--- config.mk ---
export PLATFORM = sky130hd
export DESIGN_NAME = romcmd_top
export DESIGN_NICKNAME = d
export VERILOG_FILES = /design/src/rtl/romcmd_pkg.sv /design/src/rtl/romcmd_deser.sv /design/src/rtl/romcmd_walk.sv /design/src/rtl/romcmd_flags.sv /design/src/rtl/romcmd_top.sv
export SDC_FILE = /design/constraint.sdc
export NUM_CORES = 1
export LEC_CHECK = 0
export BUFFER_PORTS_ARGS = -buffer_cell sky130_fd_sc_hd__buf_2
export CAP_MARGIN = 20
export CORE_ASPECT_RATIO = 0.7
export CORE_MARGIN = 2
export CORE_UTILIZATION = 55
export DETAILED_ROUTE_END_ITERATION = 7
export GPL_TIMING_DRIVEN = 0
export PLACE_DENSITY = 0.87
export SLEW_MARGIN = 15
export SYNTH_ARGS = -nofsm -noshare
export SYNTH_HDL_FRONTEND = slang
export SYNTH_SLANG_ARGS = --single-unit
--- constraint.sdc ---
create_clock -name clk -period 3.77 [get_ports clk]
set_input_delay 0.754 -clock clk [delete_from_list [all_inputs] [get_ports clk]]
set_output_delay 0.754 -clock clk [all_outputs]
set_load 0.005 [all_outputs]
--- src/rtl/romcmd_pkg.sv ---
package romcmd_pkg;

  localparam int OP_W = 8;

  localparam logic [OP_W-1:0] OP_SEARCH   = 8'hF0;
  localparam logic [OP_W-1:0] OP_READ     = 8'h33;
  localparam logic [OP_W-1:0] OP_MATCH    = 8'h55;
  localparam logic [OP_W-1:0] OP_SKIP     = 8'hCC;
  localparam logic [OP_W-1:0] OP_RESUME   = 8'hA5;
  localparam logic [OP_W-1:0] OP_OD_SKIP  = 8'h3C;
  localparam logic [OP_W-1:0] OP_OD_MATCH = 8'h69;

  typedef enum logic [2:0] {
    ST_WAIT,
    ST_CMD,
    ST_READ,
    ST_MATCH,
    ST_SRCH_T,
    ST_SRCH_C,
    ST_SRCH_D,
    ST_FUNC
  } rstate_e;

endpackage

--- src/rtl/romcmd_deser.sv ---
// Collects a command word, first bit into bit 0.
module romcmd_deser #(
  parameter int W = 8
) (
  input  logic         clk,
  input  logic         rst_n,
  input  logic         clr,
  input  logic         take,
  input  logic         bit_in,
  output logic         done,
  output logic [W-1:0] word
);
  localparam int CW = (W > 1) ? $clog2(W) : 1;
  localparam logic [CW-1:0] LAST = CW'(W - 1);

  logic [W-2:0]  sh;
  logic [CW-1:0] cnt;

  // word includes the bit being taken now
  assign word = {bit_in, sh};
  assign done = take && (cnt == LAST);

  always_ff @(posedge clk or negedge rst_n) begin
    if (!rst_n) begin
      sh  <= '0;
      cnt <= '0;
    end else if (clr) begin
      cnt <= '0;
    end else if (take) begin
      sh <= word[W-1:1];
      if (cnt != LAST) cnt <= cnt + 1'b1;
    end
  end
endmodule

--- src/rtl/romcmd_walk.sv ---
// Steps through the identifier one bit at a time.
module romcmd_walk #(
  parameter int ID_W = 64
) (
  input  logic            clk,
  input  logic            rst_n,
  input  logic            clr,
  input  logic            step,
  input  logic [ID_W-1:0] id,
  output logic            id_bit,
  output logic            last
);
  localparam int IW = $clog2(ID_W);
  localparam logic [IW-1:0] LAST_IDX = IW'(ID_W - 1);

  logic [IW-1:0] idx;

  assign id_bit = id[idx];
  assign last   = (idx == LAST_IDX);

  always_ff @(posedge clk or negedge rst_n) begin
    if (!rst_n)              idx <= '0;
    else if (clr)            idx <= '0;
    else if (step && last)   idx <= '0;
    else if (step)           idx <= idx + 1'b1;
  end
endmodule

--- src/rtl/romcmd_flags.sv ---
// Resume and overdrive flags, with a saved overdrive value for failed matches.
module romcmd_flags (
  input  logic clk,
  input  logic rst_n,
  input  logic rc_set,
  input  logic rc_clr,
  input  logic od_set,
  input  logic od_clr,
  input  logic od_save,
  input  logic od_restore,
  output logic rc,
  output logic od
);
  logic od_keep;

  always_ff @(posedge clk or negedge rst_n) begin
    if (!rst_n) begin
      rc      <= 1'b0;
      od      <= 1'b0;
      od_keep <= 1'b0;
    end else begin
      if (rc_set)      rc <= 1'b1;
      else if (rc_clr) rc <= 1'b0;

      if (od_save) od_keep <= od;

      if (od_clr)          od <= 1'b0;
      else if (od_restore) od <= od_keep;
      else if (od_set)     od <= 1'b1;
    end
  end
endmodule

--- src/rtl/romcmd_top.sv ---
module romcmd_top
  import romcmd_pkg::*;
#(
  parameter int ID_W = 64
) (
  input  logic            clk,
  input  logic            rst_n,
  input  logic [ID_W-1:0] dev_id,
  input  logic            brst_valid,
  input  logic            brst_long,
  input  logic            slot_valid,
  output logic            slot_ready,
  input  logic            slot_bit,
  output logic            drv_en,
  output logic            drv_bit,
  output logic            od_mode,
  output logic            rc_flag,
  output logic            fn_start,
  output logic            fn_owns
);

  rstate_e st, st_n;

  logic            take;
  logic            cmd_done;
  logic [OP_W-1:0] cmd_word;
  logic            id_bit, id_last;
  logic            walk_clr, walk_step;
  logic            rc_set, rc_clr, od_set, od_clr, od_save, od_restore;

  assign slot_ready = (st != ST_FUNC);
  assign take       = slot_valid && slot_ready && !brst_valid;
  assign fn_owns    = (st == ST_FUNC);
  assign drv_en     = (st == ST_READ) || (st == ST_SRCH_T) || (st == ST_SRCH_C);
  assign drv_bit    = (st == ST_SRCH_C) ? ~id_bit : id_bit;

  romcmd_deser #(.W(OP_W)) u_deser (
    .clk    (clk),
    .rst_n  (rst_n),
    .clr    (brst_valid),
    .take   (take && (st == ST_CMD)),
    .bit_in (slot_bit),
    .done   (cmd_done),
    .word   (cmd_word)
  );

  romcmd_walk #(.ID_W(ID_W)) u_walk (
    .clk    (clk),
    .rst_n  (rst_n),
    .clr    (walk_clr),
    .step   (walk_step),
    .id     (dev_id),
    .id_bit (id_bit),
    .last   (id_last)
  );

  romcmd_flags u_flags (
    .clk        (clk),
    .rst_n      (rst_n),
    .rc_set     (rc_set),
    .rc_clr     (rc_clr),
    .od_set     (od_set),
    .od_clr     (od_clr),
    .od_save    (od_save),
    .od_restore (od_restore),
    .rc         (rc_flag),
    .od         (od_mode)
  );

  always_comb begin
    st_n       = st;
    walk_clr   = 1'b0;
    walk_step  = 1'b0;
    rc_set     = 1'b0;
    rc_clr     = 1'b0;
    od_set     = 1'b0;
    od_clr     = 1'b0;
    od_save    = 1'b0;
    od_restore = 1'b0;

    if (brst_valid) begin
      st_n     = ST_CMD;
      walk_clr = 1'b1;
      od_clr   = brst_long;
    end else if (take) begin
      unique case (st)
        ST_CMD: begin
          walk_clr = 1'b1;
          if (cmd_done) begin
            unique case (cmd_word)
              OP_READ:     begin rc_clr = 1'b1; st_n = ST_READ; end
              OP_SKIP:     begin rc_clr = 1'b1; st_n = ST_FUNC; end
              OP_OD_SKIP:  begin rc_clr = 1'b1; od_set = 1'b1; st_n = ST_FUNC; end
              OP_MATCH:    begin rc_clr = 1'b1; od_save = 1'b1; st_n = ST_MATCH; end
              OP_OD_MATCH: begin
                rc_clr  = 1'b1;
                od_save = 1'b1;
                od_set  = 1'b1;
                st_n    = ST_MATCH;
              end
              OP_SEARCH:   begin rc_clr = 1'b1; st_n = ST_SRCH_T; end
              OP_RESUME:   st_n = rc_flag ? ST_FUNC : ST_WAIT;
              default:     st_n = ST_WAIT;
            endcase
          end
        end
        ST_READ: begin
          walk_step = 1'b1;
          if (id_last) st_n = ST_FUNC;
        end
        ST_MATCH: begin
          if (slot_bit != id_bit) begin
            od_restore = 1'b1;
            st_n       = ST_WAIT;
          end else begin
            walk_step = 1'b1;
            if (id_last) begin
              rc_set = 1'b1;
              st_n   = ST_FUNC;
            end
          end
        end
        ST_SRCH_T: st_n = ST_SRCH_C;
        ST_SRCH_C: st_n = ST_SRCH_D;
        ST_SRCH_D: begin
          if (slot_bit != id_bit) begin
            st_n = ST_WAIT;
          end else begin
            walk_step = 1'b1;
            if (id_last) begin
              rc_set = 1'b1;
              st_n   = ST_FUNC;
            end else begin
              st_n = ST_SRCH_T;
            end
          end
        end
        default: st_n = st;
      endcase
    end
  end

  always_ff @(posedge clk or negedge rst_n) begin
    if (!rst_n) begin
      st       <= ST_WAIT;
      fn_start <= 1'b0;
    end else begin
      st       <= st_n;
      fn_start <= (st_n == ST_FUNC) && (st != ST_FUNC);
    end
  end

endmodule

Yosys cells after proc, flatten, opt, wreduce, memory -nomap -nowiden
Cells that the tools add are included.
- add/sub/neg operators: 2
- magnitude comparators: 1
- eq/ne operators: 20
- mux-type cells: 56
- bitwise operators: 2
- reduce and logical (&&, ||, !) cells: 21
- operators by type and width (operator ; count):
    1-bit 2-to-1 mux ; 38
    3-bit 2-to-1 mux ; 10
    8-bit == test, second input constant ; 3
    3-bit == test, second input constant ; 6
    6-bit 2-to-1 mux ; 3
    3-bit case mux with 6 select lines ; 1
    8-bit by 6-bit == test with 1-bit output, second input constant ; 2
    8-bit by 7-bit == test with 1-bit output, second input constant ; 2
    3-bit case mux with 5 select lines ; 1
    2-bit OR reduction ; 4
    6-bit by 7-bit less-than comparator with 1-bit output, second input constant ; 1
    6-bit by 1-bit adder with 6-bit output, second input constant ; 1
    1-bit binary-select mux with 6-bit select ; 1
    3-bit by 2-bit == test with 1-bit output, second input constant ; 2
    6-bit == test, second input constant ; 1
    1-bit logical AND ; 6
    3-bit != test, second input constant ; 2
    2-bit nonzero test ; 3
    3-bit nonzero test ; 2
    6-bit OR reduction ; 1
    2-bit AND reduction ; 2
    3-bit by 1-bit adder with 3-bit output, second input constant ; 1
    3-bit by 1-bit == test with 1-bit output, second input constant ; 1
    1-bit logical OR ; 2
    other kinds (5) ; 6
- flip-flop bits (word level): 23
- bits of input ports: 70

Depth between registers and ports, before layout
- word-level depth: 12
- depth in mapped cells: 11
- depth with buffers taken out: 9

Hierarchy
From an unflattened synthesis, not the netlist that was laid out.
- cells, all modules: 209
- area, all modules: 2189.6 um^2
- modules (own cells, without submodules) (module ; instances ; cells an instance ; area an instance (um^2) ; sequential area each (um^2)):
    romcmd_walk ; 1 ; 77 ; 902.1 ; 150.1
    romcmd_top ; 1 ; 90 ; 673.1 ; 100.1
    romcmd_deser ; 1 ; 33 ; 496.7 ; 250.2
    romcmd_flags ; 1 ; 9 ; 117.6 ; 75.1

Worst setup path before layout
OpenSTA, ideal clock, no wires.
- path type: in2out
- start point: input dev_id[51]
- end point: output drv_bit
- data arrival time: 2.178 ns
- slack: 0.838 ns
- stages: 5
- buffers on the path: 0
- cell sequence: mux4_2 a2111o_1 a32oi_2 a21oi_1 xor2_1
- cells in the longest elaborated chain, start to end: 4
- ends and longest elaborated chain (item ; line ; source):
    start, declared ; romcmd_top.sv:8 ; input logic [ID_W-1:0] dev_id,
    1-bit binary-select mux with 6-bit select * ; romcmd_walk.sv:18 ; assign id_bit = id[idx];
    1-bit 2-to-1 mux (not written as such) * ; romcmd_walk.sv:18 ;
    1-bit inverter ; romcmd_top.sv:35 ; assign drv_bit = (st == ST_SRCH_C) ? ~id_bit : id_bit;
    1-bit 2-to-1 mux * ; romcmd_top.sv:35 ;
    end, declared ; romcmd_top.sv:15 ; output logic drv_bit,
Every way passes the cells marked *; elsewhere a longest branch is shown, timed or not. The select of a mux whose other input is x is not followed.

Worst setup path in the final report
Ends and elaborated chain as after synthesis.

==> results.sh <==
export IMPL_ctsHoldBuffers=0
export IMPL_die_w_microns=79.31
export IMPL_cp_common_cell="buf_2"
export IMPL_p_total_mw=0.7342
export IMPL_tns_ps=0
export IMPL_worst_endpoint_required_ps=3020
export IMPL_clock_sinks=23
export IMPL_hp_class="input pin to asynchronous set/reset pin"
export IMPL_netlist_area_sq_mm=0.002183
export IMPL_crit_path_cell_trace="buf_2 > mux4_2 > a2111o_1 > a32oi_2 > a21oi_1 > xor2_1 > buf_2"
export IMPL_clk_pin_slew_ps=90
export IMPL_finalCritPeriodShare=0.8713
export IMPL_endpoint_kind="output port"
export IMPL_cts_tree="built"
export IMPL_slowest_stage="mux4_2"
export IMPL_status="complete, no violations"
export IMPL_fp_dieH_microns=56.72
export IMPL_fin_crit_ps=3285
export IMPL_p_leak_nw=1.155
export IMPL_grt_overflow_total=0
export IMPL_p_per_area_mw_per_mm2=275.0
export IMPL_syn_to_final_growth_pct=22.29
export IMPL_start_kind="input pin"
export IMPL_place_area_sq_mm=0.002624
export IMPL_ctsHtreeMaxLevel=1
export IMPL_crit_buf_inv=2
export IMPL_cts_buffers=3
export IMPL_drt_initial_drc_count=179
export IMPL_numPortBuffers=75
export IMPL_first_pass_iters=5
export IMPL_setup_violations=0
export IMPL_drive_above_1_share=0.3463
export IMPL_fmax_mhz=304.4
export IMPL_ys_seq_area_frac=0.2636
export IMPL_dp_hpwl_microns=4175
export IMPL_globalplace_congestion=0.9158
export IMPL_worstSetupPathType="input pin to output port"
export IMPL_synth_cells=230
export IMPL_wl_per_cell_microns=14.63
export IMPL_dp_cells=357
export IMPL_final_area_sq_mm=0.002670
export IMPL_syn_nets=303
export IMPL_slew_viol_final=0
export IMPL_synth_avg_cell_area_sq_um=9.493
export IMPL_core_sq_mm=0.003875
export IMPL_maxSlewHeadroom=0.6535
export IMPL_synth_top_flop_cell="dfrtp_1"
export IMPL_arrival_ps=2530
export IMPL_crit_family="compound AO/OA/AOI/OAI gates"
export IMPL_cts_resized=0
export IMPL_antenna_found_initial=0
export IMPL_synth_edf_count=0
export IMPL_final_nets=383
export IMPL_cts_setup_buffers=0
export IMPL_rsz0062_at_grt="false"
export IMPL_grt_max_degree=24
export IMPL_stdcell_count=361
export IMPL_remaining_drc_errors=0
export IMPL_viasPerCell=5.898
export IMPL_timing_hold_ws_ps=444.8
export IMPL_clock_path_buffers=2
export IMPL_clk_latency_ps=270
export IMPL_skew_ps=8.797
export IMPL_grt_util_all_layers=0.2489
export IMPL_cts_root_buffer="clkbuf_8"
export IMPL_antenna_cells=0
export IMPL_rows=19
export IMPL_ios=77
export IMPL_start_util=0.5634
export IMPL_async_flop_share=1.000
export IMPL_die_area_sq_mm=0.004498
export IMPL_grt_first_pass_wirelength_microns=8942
export IMPL_worst_pin_slew_ps=512.8
export IMPL_slowest_delay_ps=500
export IMPL_num_vias=2129
export IMPL_ys_warn_count=0
export IMPL_maxCapViolCount=0
export IMPL_peakVddDrop_mv=0.2380
export IMPL_wl_microns=5283
export IMPL_hold_viol=0
export IMPL_critPathMaxFanout=3
export IMPL_first_global_vias=1931
export IMPL_ys_ff_latch=23
export IMPL_ant_nets=0
export IMPL_synth_cell_types=59
## cells in the mapped netlist, drive strengths merged (4+ instances only)
library cell | count | share of area
a21oi | 7 | 0.016
a31oi | 5 | 0.014
and2 | 4 | 0.011
and3 | 6 | 0.018
buf | 6 | 0.033
clkbuf | 9 | 0.015
dfrtp | 23 | 0.26
inv | 8 | 0.014
mux2 | 10 | 0.052
mux2i | 19 | 0.087
mux4 | 9 | 0.10
nand2 | 19 | 0.036
nand2b | 10 | 0.029
nand3 | 9 | 0.021
nor2 | 19 | 0.033
nor3b | 4 | 0.014
o21ai | 12 | 0.028
## logic make-up after synthesis
logic type / Yosys count / synth area share
AND/OR/NAND/NOR: 90 / 0.2269
XOR/XNOR: 2 / 0.01146
adder cells (fa/ha/maj): 3 / 0.01719
buffers and inverters: 23 / 0.06189
AO/OA/AOI/OAI: 51 / 0.1754
flip-flops: 23 / 0.2636
multiplexers: 38 / 0.2436
## registers in the layout (all words and copies together) (netlist names)
name,flops
fn_start,1
st,3
u_deser.cnt,3
u_deser.sh,7
u_flags.od,1
u_flags.od_keep,1
u_flags.rc,1
u_walk.idx,6
## layout by cell type, fill, tap and decap left out, types with 4 or more instances in the layout
master / netlist / final
mux2i_1: 19 / 19
clkbuf_1: 9 / 9
nand2b_1: 10 / 10
nor3b_1: 4 / 4
inv_1: 8 / 8
nand2_1: 18 / 18
nor2_1: 19 / 19
nand3_1: 9 / 9
dfrtp_1: 23 / 23
a21oi_1: 7 / 7
buf_2: 1 / 76
mux2_2: 10 / 10
mux4_1: 7 / 7
and2_1: 4 / 4
a31oi_1: 5 / 5
o21ai_0: 11 / 11
and3_1: 4 / 4
## routing by layer
| layer | wire, microns | vias up | GRT usage |
|---|---|---|---|
| met1 | 2524 | 1000 | 0.3738 |
| met5 | 0 | - | 0 |
| met2 | 2334 | 85 | 0.3814 |
| met3 | 417 | 2 | 0.05949 |
| li1 | - | 1042 | - |
| met4 | 7 | 0 | 0.01970 |
## cell type report
type,count,area [sq um]
repair buffers,75,375.4
fillers,298,1205
well taps,52,65.06
multi-input cells,184,1473
clock inverters,1,5.005
plain buffers,15,105.1
clock buffers,3,41.29
inverters,8,30.03
flip-flops and latches,23,575.6
## where the power goes
part           total (mW)  internal, mW  leakage (nW)  switching, mW
combinational       0.220         0.125         0.833         0.0948
sequential          0.360         0.289         0.296         0.0717
clock               0.154        0.0738        0.0255         0.0803
total               0.734         0.487          1.15          0.247
## path summary, 6_finish.rpt
path                            startpoint         endpoint  slack [ps]  cells after the start
setup / recovery                dev_id[51]          drv_bit         490                      7
hold / removal                       rst_n            st[0]         440                      1
setup reg to reg             u_walk.idx[0]       u_flags.od        1030                      8
hold reg to reg            u_flags.od_keep  u_flags.od_keep         510                      1
max in group asynchronous            rst_n    u_walk.idx[4]        2970                      1
min in group clk           u_flags.od_keep  u_flags.od_keep         510                      1
## stage by stage
step	setup slack [ps]	utilization
finish	485.3	0.6891
global route	377.6	0.6891
CTS	504.8	0.6891
detailed placement	502.8	0.6771
global placement	514.1	0.6771
floorplan	838.5	-
Power figures use the tool's default switching activity.
